--- config.mk ---
export PLATFORM = sky130hd
export DESIGN_NAME = cmd_mailbox
export DESIGN_NICKNAME = d
export VERILOG_FILES = /design/src/rtl/mbx_pkg.sv /design/src/rtl/mbx_slot.sv /design/src/rtl/mbx_host_decode.sv /design/src/rtl/cmd_mailbox.sv
export SDC_FILE = /design/constraint.sdc
export NUM_CORES = 1
export LEC_CHECK = 0
export BUFFER_PORTS_ARGS = -buffer_cell sky130_fd_sc_hd__buf_2
export CAP_MARGIN = 20
export CORE_ASPECT_RATIO = 0.75
export CORE_UTILIZATION = 37
export CTS_CLUSTER_DIAMETER = 40
export DETAILED_ROUTE_END_ITERATION = 16
export MAX_ROUTING_LAYER = met4
export PLACE_DENSITY = 0.75
export RECOVER_POWER = 50
export SETUP_SLACK_MARGIN = 0.1
export SYNTH_ARGS = -nofsm -noshare
export SYNTH_HDL_FRONTEND = slang
export SYNTH_SLANG_ARGS = --single-unit
--- constraint.sdc ---
create_clock -name clk -period 1 [get_ports clk]
set_clock_uncertainty 0.1 [all_clocks]
set_input_delay 0.05 -clock clk [delete_from_list [all_inputs] [get_ports clk]]
set_output_delay 0.05 -clock clk [all_outputs]
set_load 0.005 [all_outputs]
--- src/rtl/mbx_pkg.sv ---
// Shared definitions for the command mailbox.
// Assumes: index 0 is the host-to-processor direction, index 1 the reverse.
package mbx_pkg;
    localparam int unsigned NUM_DIR = 2;
    localparam int unsigned DIR_IN  = 0;
    localparam int unsigned DIR_OUT = 1;

    typedef enum logic {
        HSEL_FIFO = 1'b0,
        HSEL_CMD  = 1'b1
    } host_sel_e;
endpackage

--- src/rtl/mbx_slot.sv ---
// One single-entry command register with full flag, sticky write error
// and masked interrupt.
// Assumes: wr and rd are single-cycle strobes; a read in the same cycle
// as a write on a full slot wins and the write is rejected.
module mbx_slot #(
    parameter int unsigned W = 8
) (
    input  logic         clk,
    input  logic         rst_n,
    input  logic         wr,
    input  logic [W-1:0] wdata,
    input  logic         rd,
    input  logic         ie,
    output logic [W-1:0] data,
    output logic         full,
    output logic         err,
    output logic         irq
);
    logic wr_take;
    logic rd_take;

    // Qualify strobes against the current occupancy.
    always_comb begin
        wr_take = wr && !full;
        rd_take = rd && full;
    end

    // Hold the stored byte, occupancy and sticky error.
    always_ff @(posedge clk) begin
        if (!rst_n) begin
            data <= '0;
            full <= 1'b0;
            err  <= 1'b0;
        end else begin
            if (wr_take)
                data <= wdata;
            if (rd_take)
                full <= 1'b0;
            else if (wr_take)
                full <= 1'b1;
            if (wr && full)
                err <= 1'b1;
        end
    end

    // Interrupt follows occupancy under the receiver's enable.
    always_comb irq = full && ie;
endmodule

--- src/rtl/mbx_host_decode.sv ---
// Steers host strobes either to the FIFO data port or to the mailbox.
// Assumes: the select is stable for the whole cycle of the strobe.
module mbx_host_decode
    import mbx_pkg::*;
(
    input  logic host_wr,
    input  logic host_rd,
    input  logic host_cmd_sel,
    output logic mbx_wr,
    output logic mbx_rd,
    output logic fifo_wr,
    output logic fifo_rd
);
    host_sel_e sel;

    // Split each host strobe by the address select.
    always_comb begin
        sel     = host_sel_e'(host_cmd_sel);
        mbx_wr  = host_wr && (sel == HSEL_CMD);
        mbx_rd  = host_rd && (sel == HSEL_CMD);
        fifo_wr = host_wr && (sel == HSEL_FIFO);
        fifo_rd = host_rd && (sel == HSEL_FIFO);
    end
endmodule

--- src/rtl/cmd_mailbox.sv ---
// Bidirectional one-byte command mailbox between a host and a processor.
// Assumes: both sides share clk; status is registered one edge after access.
module cmd_mailbox
    import mbx_pkg::*;
#(
    parameter int unsigned W = 8
) (
    input  logic         clk,
    input  logic         rst_n,
    input  logic         host_wr,
    input  logic         host_rd,
    input  logic         host_cmd_sel,
    input  logic [W-1:0] host_wdata,
    output logic [W-1:0] host_rdata,
    input  logic         host_ie,
    output logic         host_irq,
    output logic         host_cmd_pend,
    output logic         host_cmd_room,
    output logic         host_err,
    output logic         fifo_wr,
    output logic [W-1:0] fifo_wdata,
    output logic         fifo_rd,
    input  logic         cpu_wr,
    input  logic         cpu_rd,
    input  logic [W-1:0] cpu_wdata,
    output logic [W-1:0] cpu_rdata,
    input  logic         cpu_ie,
    output logic         cpu_irq,
    output logic         cpu_cmd_pend,
    output logic         cpu_cmd_room,
    output logic         cpu_err
);
    logic         hmbx_wr;
    logic         hmbx_rd;
    logic [NUM_DIR-1:0] s_wr, s_rd, s_ie, s_full, s_err, s_irq;
    logic [W-1:0] s_wdata [NUM_DIR];
    logic [W-1:0] s_data  [NUM_DIR];

    mbx_host_decode u_dec (
        .host_wr      (host_wr),
        .host_rd      (host_rd),
        .host_cmd_sel (host_cmd_sel),
        .mbx_wr       (hmbx_wr),
        .mbx_rd       (hmbx_rd),
        .fifo_wr      (fifo_wr),
        .fifo_rd      (fifo_rd)
    );

    // Forward host data to the FIFO port unchanged.
    always_comb fifo_wdata = host_wdata;

    // Map each direction's writer, reader and enable onto the slots.
    always_comb begin
        s_wr[DIR_IN]     = hmbx_wr;
        s_wdata[DIR_IN]  = host_wdata;
        s_rd[DIR_IN]     = cpu_rd;
        s_ie[DIR_IN]     = cpu_ie;
        s_wr[DIR_OUT]    = cpu_wr;
        s_wdata[DIR_OUT] = cpu_wdata;
        s_rd[DIR_OUT]    = hmbx_rd;
        s_ie[DIR_OUT]    = host_ie;
    end

    for (genvar d = 0; d < NUM_DIR; d++) begin : g_dir
        mbx_slot #(.W(W)) u_slot (
            .clk   (clk),
            .rst_n (rst_n),
            .wr    (s_wr[d]),
            .wdata (s_wdata[d]),
            .rd    (s_rd[d]),
            .ie    (s_ie[d]),
            .data  (s_data[d]),
            .full  (s_full[d]),
            .err   (s_err[d]),
            .irq   (s_irq[d])
        );
    end

    // Present slot state as each side's status view.
    always_comb begin
        cpu_rdata     = s_data[DIR_IN];
        cpu_cmd_pend  = s_full[DIR_IN];
        host_cmd_room = !s_full[DIR_IN];
        host_err      = s_err[DIR_IN];
        cpu_irq       = s_irq[DIR_IN];
        host_rdata    = s_data[DIR_OUT];
        host_cmd_pend = s_full[DIR_OUT];
        cpu_cmd_room  = !s_full[DIR_OUT];
        cpu_err       = s_err[DIR_OUT];
        host_irq      = s_irq[DIR_OUT];
    end
endmodule

* After elaboration in Yosys (flattened, before gate mapping)
Cells that the tools add are included.
** Storage, ports and cells
- Register bits after elaboration :: 20
- Bits of input ports :: 25
- Output and inout bits :: 34
** Cells by class
- Bitwise logic cells :: 2
- Reductions and logical operators :: 16
** Operators with widths (number)
- logical AND 1 bit :: 12
- OR reduction 2 bit :: 2
- logical NOT 1 bit :: 2
- NOT 1 bit :: 2

* Depth between registers and ports, before layout
Gate-level depths: netlist of run 1.
- Word-level depth :: 3
- Depth in mapped cells :: 4
- Mapped depth without buffers :: 3

* Hierarchy
Synthesis of run 1 repeated with hierarchy kept, for this count alone.
** Second synthesis, totals
- Cell total of the unflattened synthesis :: 100
- Area, all modules :: 920.9 um2
** By module, submodules not included
- mbx_slot :: instances 2, cells each 43, area each 414.1 um2, sequential area each 200.2 um2
- cmd_mailbox :: instances 1, cells each 10, area each 67.6 um2, sequential area each 0.0 um2
- mbx_host_decode :: instances 1, cells each 4, area each 25.0 um2, sequential area each 0.0 um2

* Worst setup path after synthesis of run 1
No wires, ideal clock.
- Path type :: reg-to-reg
- From :: register g_dir[0].u_slot.full
- To :: register g_dir[0].u_slot.data[4]
- Arrival :: 792 ps
- Path slack :: -7 ps
- Stages on the path, launching flop included :: 5
- Clock period less this slack :: 1007 ps
- Path through :: dfxtp_1 -> nand3b_4 -> buf_6 -> nand3_2 -> o21ai_2
** On the way
- Word-level cells in the longest chain between the ends :: 2
** RTL lines
- start: declaration :: line mbx_slot.sv:15 : output logic full,
- start signal: assignment :: line mbx_slot.sv:32 : full <= 1'b0;
- start signal: assignment :: line mbx_slot.sv:38 : full <= 1'b0;
- start signal: assignment :: line mbx_slot.sv:40 : full <= 1'b1;
- logical NOT 1 bit :: line mbx_slot.sv:24 : wr_take = wr && !full;
- logical AND 1 bit :: line mbx_slot.sv:24
- end signal: assignment :: line mbx_slot.sv:36 : data <= wdata;
- end: declaration :: line mbx_slot.sv:14 : output logic [W-1:0] data,
No other way between the ends.
A chain may end at the register's enable or synchronous reset.

* Final worst setup path of run 1
- From :: register g_dir[0].u_slot.full
- To :: output cpu_irq
** On the way
- Word-level cells in the longest chain between the ends :: 1
** RTL lines
- logical AND 1 bit :: line mbx_slot.sv:47 : always_comb irq = full && ie;
- end: declaration :: line cmd_mailbox.sv:28 : output logic cpu_irq,
No other way between the ends.

==> impl_metrics.toml, run 1 <==
[clock_network]
cts.clk_slew.worst_paths_ns = 0.11
worst_skew_pair.late_latency_ns = 0.30
htree_levels = 1
numClockSinks = 20
ctsLongestPathBuffers = 2
cts_tree = "yes"
cts_made_buffers = 3
root_buffer = "clkbuf_4"

[place]
gp_congestion = 0.674
portBuffers = 58
placedCellCount = 183
preCtsSetupSlack_ns = -0.0446
post-dp-hpwl_um = 1400

[die]
ios = 59
start_util_pct = 39.6
die_h_um = 45.2
core_area_um2 = 2330
die_w_um = 59.6
die_area_um2 = 2690
std_cell_rows = 15

[route]
dr_wl_met3_um = 178
wirelength_met1_um = 962
drc = 0
vias = 975
routed_wirelength_um = 2550
dr.pass1.iters = 3
drt_iter0_markers = 23
wl_per_cell_um = 11.4
drt-vias-per-instance = 4.35
detail-route-antenna-nets = 0
dr.max_layer_used = "met4"
wl_met2_um = 1400

[power]
power_density_nw_per_um2 = 1060
power.switching_w = 0.000466
p_int_w = 0.00136
seqPwrFrac_pct = 48.0
clock_power_share_pct = 25.5
p_total_w = 0.00183
switching_share_pct = 25.5
leakagePower_nw = 0.811
comb_power_share_pct = 26.4
ir_drop_uv = 887

[run_status]
status = "finished, violations left"
violations = "negative setup slack"

[global_routing]
grt_max_degree = 29
grt_pass1_vias = 905
grt_usage_pct = 19.0
grt_pass1_wl_um = 3670
overflow = 0
antenna_found_initial = 0

[synth]
netlist_instances = 99
synth.cell_area_um2 = 921
synth.avg_cell_area_um2 = 9.30
synth.yosys.seq_area_share_pct = 43.5
yosys_warnings = 0
syn_nets = 124
ys_seq_elements = 20
ys_types = 19

[sta]
holdWs_ns = 0.0380
rsz0062_at_grt = "yes"
worst_slack_ns = -0.122
drv_slew = 0
post-route-period-util_pct = 112
fmax_ghz = 0.891
max_slew_margin_pct = 85.1
setup_viol = 19
hold_viol_final = 0
period_minus_slack_ns = 1.12
tightest_slew_ns = 0.224

[worst_setup_path]
cp.required_ns = 0.85
worst-path-buf-inv = 2
worstPathArrival_ns = 0.97
crit_chain = "buf_6 -> and2_4 -> buf_6"
path_common_cell = "buf_6"
endpoint_kind = "output pin"
crit_type = "reg -> out"
worstPathMaxFanout = 4
critPathMaxStageDelay_ns = 0.34
critPathTopFamily = "flip-flops"
cp-start-kind = "register"
crit_slowest_cell = "dfxtp_2"

[finish]
antennaDiodeCount = 0
layout-drive-gt1-share_pct = 73.7
fin_util_pct = 73.8
fin_cells = 224
area_growth_pct = 86.4
layout.nets = 216

[run]
cap_violations = 0

[min_path]
hold_path.class = "in -> reg"
==> layout by cell type (no fill, tap or decap), drive strengths merged <==
cell type    count
dfxtp           20
clkbuf           9
a21boi           8
dlygate4sd3     22
and2             3
inv              2
nand3            8
buf             74
nor2b            3
nand2b           1
a31oi            2
a21oi            1
and2b            2
o21ai           10
nand3b           1
nand2           24
==> layer usage <==
metal,vias to the layer above,track usage [%]
met5,-,-
li1,500,-
met1,433,17.3
met4,0,2.79
met3,2,6.30
met2,40,39.1
==> worst register-to-register path: stages (launching register included) <==
cell      delay [ns]
dfxtp_4         0.41
buf_6           0.11
nand2b_4        0.19
nand2_2         0.08
a21boi_2        0.14
==> synth_stat cells (all sizes together) <==
cell type  count  area [µm²]
and2           3        18.8
nand2         24        90.1
a31oi          2        12.5
nand3b         1        20.0
and2b          2        17.5
buf           13        98.8
dfxtp         20         400
clkbuf         1        5.00
o21ai         10        80.1
inv            2        7.51
a21boi         8        90.1
nand2b         1        6.26
nor2b          3        18.8
a21oi          1        5.00
nand3          8        50.1
==> path summary, 6_finish.rpt <==
check,start,end,slack (ns),cells past startpoint
min,rst_n,g_dir[1].u_slot.full,0.04,4
max reg2reg,g_dir[1].u_slot.full,g_dir[1].u_slot.data[2],-0.08,4
max,g_dir[0].u_slot.full,cpu_irq,-0.12,3
min reg2reg,g_dir[1].u_slot.data[6],g_dir[1].u_slot.data[6],0.37,2
==> through the flow <==
step	area, µm²	setup TNS, ns
after floorplan	938	0
after global placement	1220	-0.00332
after detailed placement	1220	-0.207
after CTS	1650	-0.888
after global routing	1720	-1.97
final	1720	-1.02
==> sequential cells by signal (all words and copies together), names as in the netlist <==
| signal | count |
|---|---|
| g_dir.u_slot.data | 16 |
| g_dir.u_slot.err | 2 |
| g_dir.u_slot.full | 2 |
==> power by group through the flow <==
stage / Sequential [W] / Clock, W / Combinational (W)
3_5_place_dp: 0.000885 / 0 / 0.000307
6_report: 0.000878 / 0.000466 / 0.000483
3_3_place_gp: 0.000883 / 0 / 0.000299
2_1_floorplan: 0.000890 / 0 / 0.000176
5_1_grt: 0.000883 / 0.000506 / 0.000523
4_1_cts: 0.000874 / 0.000475 / 0.000445
==> cell families (layout without fill, tap and decap cells) <==
group | Yosys count | in the layout | synth area share, %
buf+inv | 16 | 107 | 12.1
simple gates | 42 | 42 | 24.1
flops | 20 | 20 | 43.5
compound gates | 21 | 21 | 20.4
==> cell type report <==
type                       instances  area, µm²
sequential                        20        428
tap                               34       42.5
multi-input combinational         63        465
clock buffer                       4       36.3
timing repair buffer             101        737
fill                             179        611
inverter                           2       7.51
==> timing repair <==
item / 4_1_cts / 5_1_grt
pin swaps: 25 / 4
hold endpoints to repair: 20 / 0
buffers inserted: 12 / 3
setup endpoints to repair: 41 / 42
resized for setup: 42 / 11
hold buffers: 22 / 0
No activity file was read; power rests on OpenSTA's default activity.
==> run 2: changes to the inputs <==
- CTS_CLUSTER_DIAMETER: 40 -> unset
- RECOVER_POWER: 50 -> 100
- SETUP_SLACK_MARGIN: 0.1 -> unset
==> impl_metrics.toml, run 2 (synthesized netlist as in run 1, its figures left out) <==
[worst_setup_path]
r2r_setup_slack_ns = -0.08
worstPathMaxFanout = 4
rr_endpoint = "g_dir[1].u_slot.data[5]"
worstPathArrival_ns = 0.98
regToRegStartpoint = "g_dir[1].u_slot.full"
critical_path.startpoint = "g_dir[0].u_slot.full"
endpoint_kind = "output pin"
crit_end = "cpu_irq"
cp.required_ns = 0.85
cp-start-kind = "register"
reg2regPathDepth = 5
crit_type = "reg -> out"

[global_routing]
grt_pass1_vias = 766
overflow = 0
grt_pass1_wl_um = 3240
antenna_found_initial = 0
grt_usage_pct = 17.2
grt_max_degree = 29

[sta]
worst_slack_ns = -0.133
setup_viol = 24
period_minus_slack_ns = 1.13
post-route-period-util_pct = 113
hold_viol_final = 0
rsz0062_at_grt = "yes"
holdWs_ns = 0.0350
tightest_slew_ns = 0.597
max_slew_margin_pct = 60.2
drv_slew = 0
fmax_ghz = 0.883

[place]
gp_congestion = 0.632
post-dp-hpwl_um = 1420
preCtsSetupSlack_ns = -0.0219
placed_area_um2 = 1190
portBuffers = 58

[clock_network]
numClockSinks = 20
worst_skew_pair.late_latency_ns = 0.30
cts_tree = "yes"
cts.clk_slew.worst_paths_ns = 0.11
root_buffer = "clkbuf_4"
ctsLongestPathBuffers = 2
htree_levels = 1
cts_made_buffers = 3

[power]
comb_power_share_pct = 25.4
ir_drop_uv = 943
p_total_w = 0.00179
power.switching_w = 0.000463
leakagePower_nw = 0.723
power_density_nw_per_um2 = 1090
seqPwrFrac_pct = 48.8
switching_share_pct = 25.9
p_int_w = 0.00133
clock_power_share_pct = 25.8

[die]
start_util_pct = 39.6
die_area_um2 = 2690
ios = 59
die_w_um = 59.6
core_area_um2 = 2330
std_cell_rows = 15
die_h_um = 45.2

[finish]
layout.nets = 203
regArea_um2 = 408
multi_input_area_um2 = 524
fillers = 199
fin_area_um2 = 1630
layout-drive-gt1-share_pct = 60.5
top_register = "g_dir.u_slot.data"
area_growth_pct = 77.4
final_cell_mix = "buf_2, dlygate4sd3_1, nand2_1, dfxtp_1, clkbuf_1"
layout_commonest_cell = "buf_2"
antennaDiodeCount = 0
reg.largest.list = "g_dir.u_slot.data x16, g_dir.u_slot.err x2, g_dir.u_slot.full x2"
largest_register_ffs = 16

[run_status]
violations = "negative setup slack"
status = "finished, violations left"

[route]
wl_per_cell_um = 11.0
routed_wirelength_um = 2310
drc = 0
dr.pass1.iters = 2
detail-route-antenna-nets = 0
drt_iter0_markers = 31
drt-vias-per-instance = 4.41
vias = 931

[min_path]
whs_path_depth = 4
hold_path.class = "in -> reg"

[run]
cap_violations = 0
-- run 2: cell types whose count changed in the layout (fill, tap and decap cells not counted), sizes merged --
| cell | previous run | this run |
|---|---|---|
| clkbuf | 9 | 14 |
| buf | 74 | 56 |
-- run 2: power by group through the flow --
| stage | combinational, W | sequential, W | clock (W) |
|---|---|---|---|
| finish | 0.000455 | 0.000872 | 0.000461 |
| global route | 0.000495 | 0.000877 | 0.000510 |
| CTS | 0.000421 | 0.000867 | 0.000480 |
| detailed placement | 0.000301 | 0.000881 | 0 |
| global placement | 0.000292 | 0.000878 | 0 |
| floorplan | 0.000170 | 0.000888 | 0 |
-- run 2: repair_timing --
action | 4_1_cts | 5_1_grt
gates resized for setup | 22 | 17
cloned | 1 | 0
hold buffers | 22 | 0
setup endpoints to repair | 20 | 26
hold endpoints to repair | 20 | 0
setup buffers | 2 | 2
pin swaps | 15 | 2
-- run 2: worst max-delay path, stage by stage (launching register included) --
cell     delay, ns
dfxtp_2       0.34
buf_6         0.11
and2_1        0.12
buf_2         0.12
-- run 2: how the worst min path moves through the flow --
stage,from,end,slack (ns)
floorplan,host_rd,g_dir[1].u_slot.full,0.06
global placement,host_rd,g_dir[1].u_slot.full,0.16
detailed placement,host_rd,g_dir[1].u_slot.full,0.17
CTS,cpu_wr,g_dir[1].u_slot.data[0],0.03
global route,cpu_wr,g_dir[1].u_slot.data[0],0.04
finish,cpu_wr,g_dir[1].u_slot.data[0],0.04
-- run 2: per-layer routing --
layer	wire length, µm	track usage, %
met1	938	16.7
met2	1210	32.8
met3	147	6.02
met4	14	4.19
met5	0	-
-- run 2: stage by stage --
stage / std cells / util [%] / setup TNS [ns]
after floorplan: 99 / - / 0
after global routing: 211 / 70.2 / -2.32
after global placement: 181 / 51.3 / 0
after CTS: 210 / 67.1 / -1.23
after detailed placement: 181 / 51.3 / -0.0506
final: 211 / 70.2 / -1.24
-- run 2: area by class of cell --
type                    instances  share of cell area [%]
well taps                      34                    2.60
clock buffers                   4                    2.22
multi-input cells              63                    32.1
flip-flops and latches         20                    25.0
repair buffers                 88                    37.7
inverters                       2                   0.459
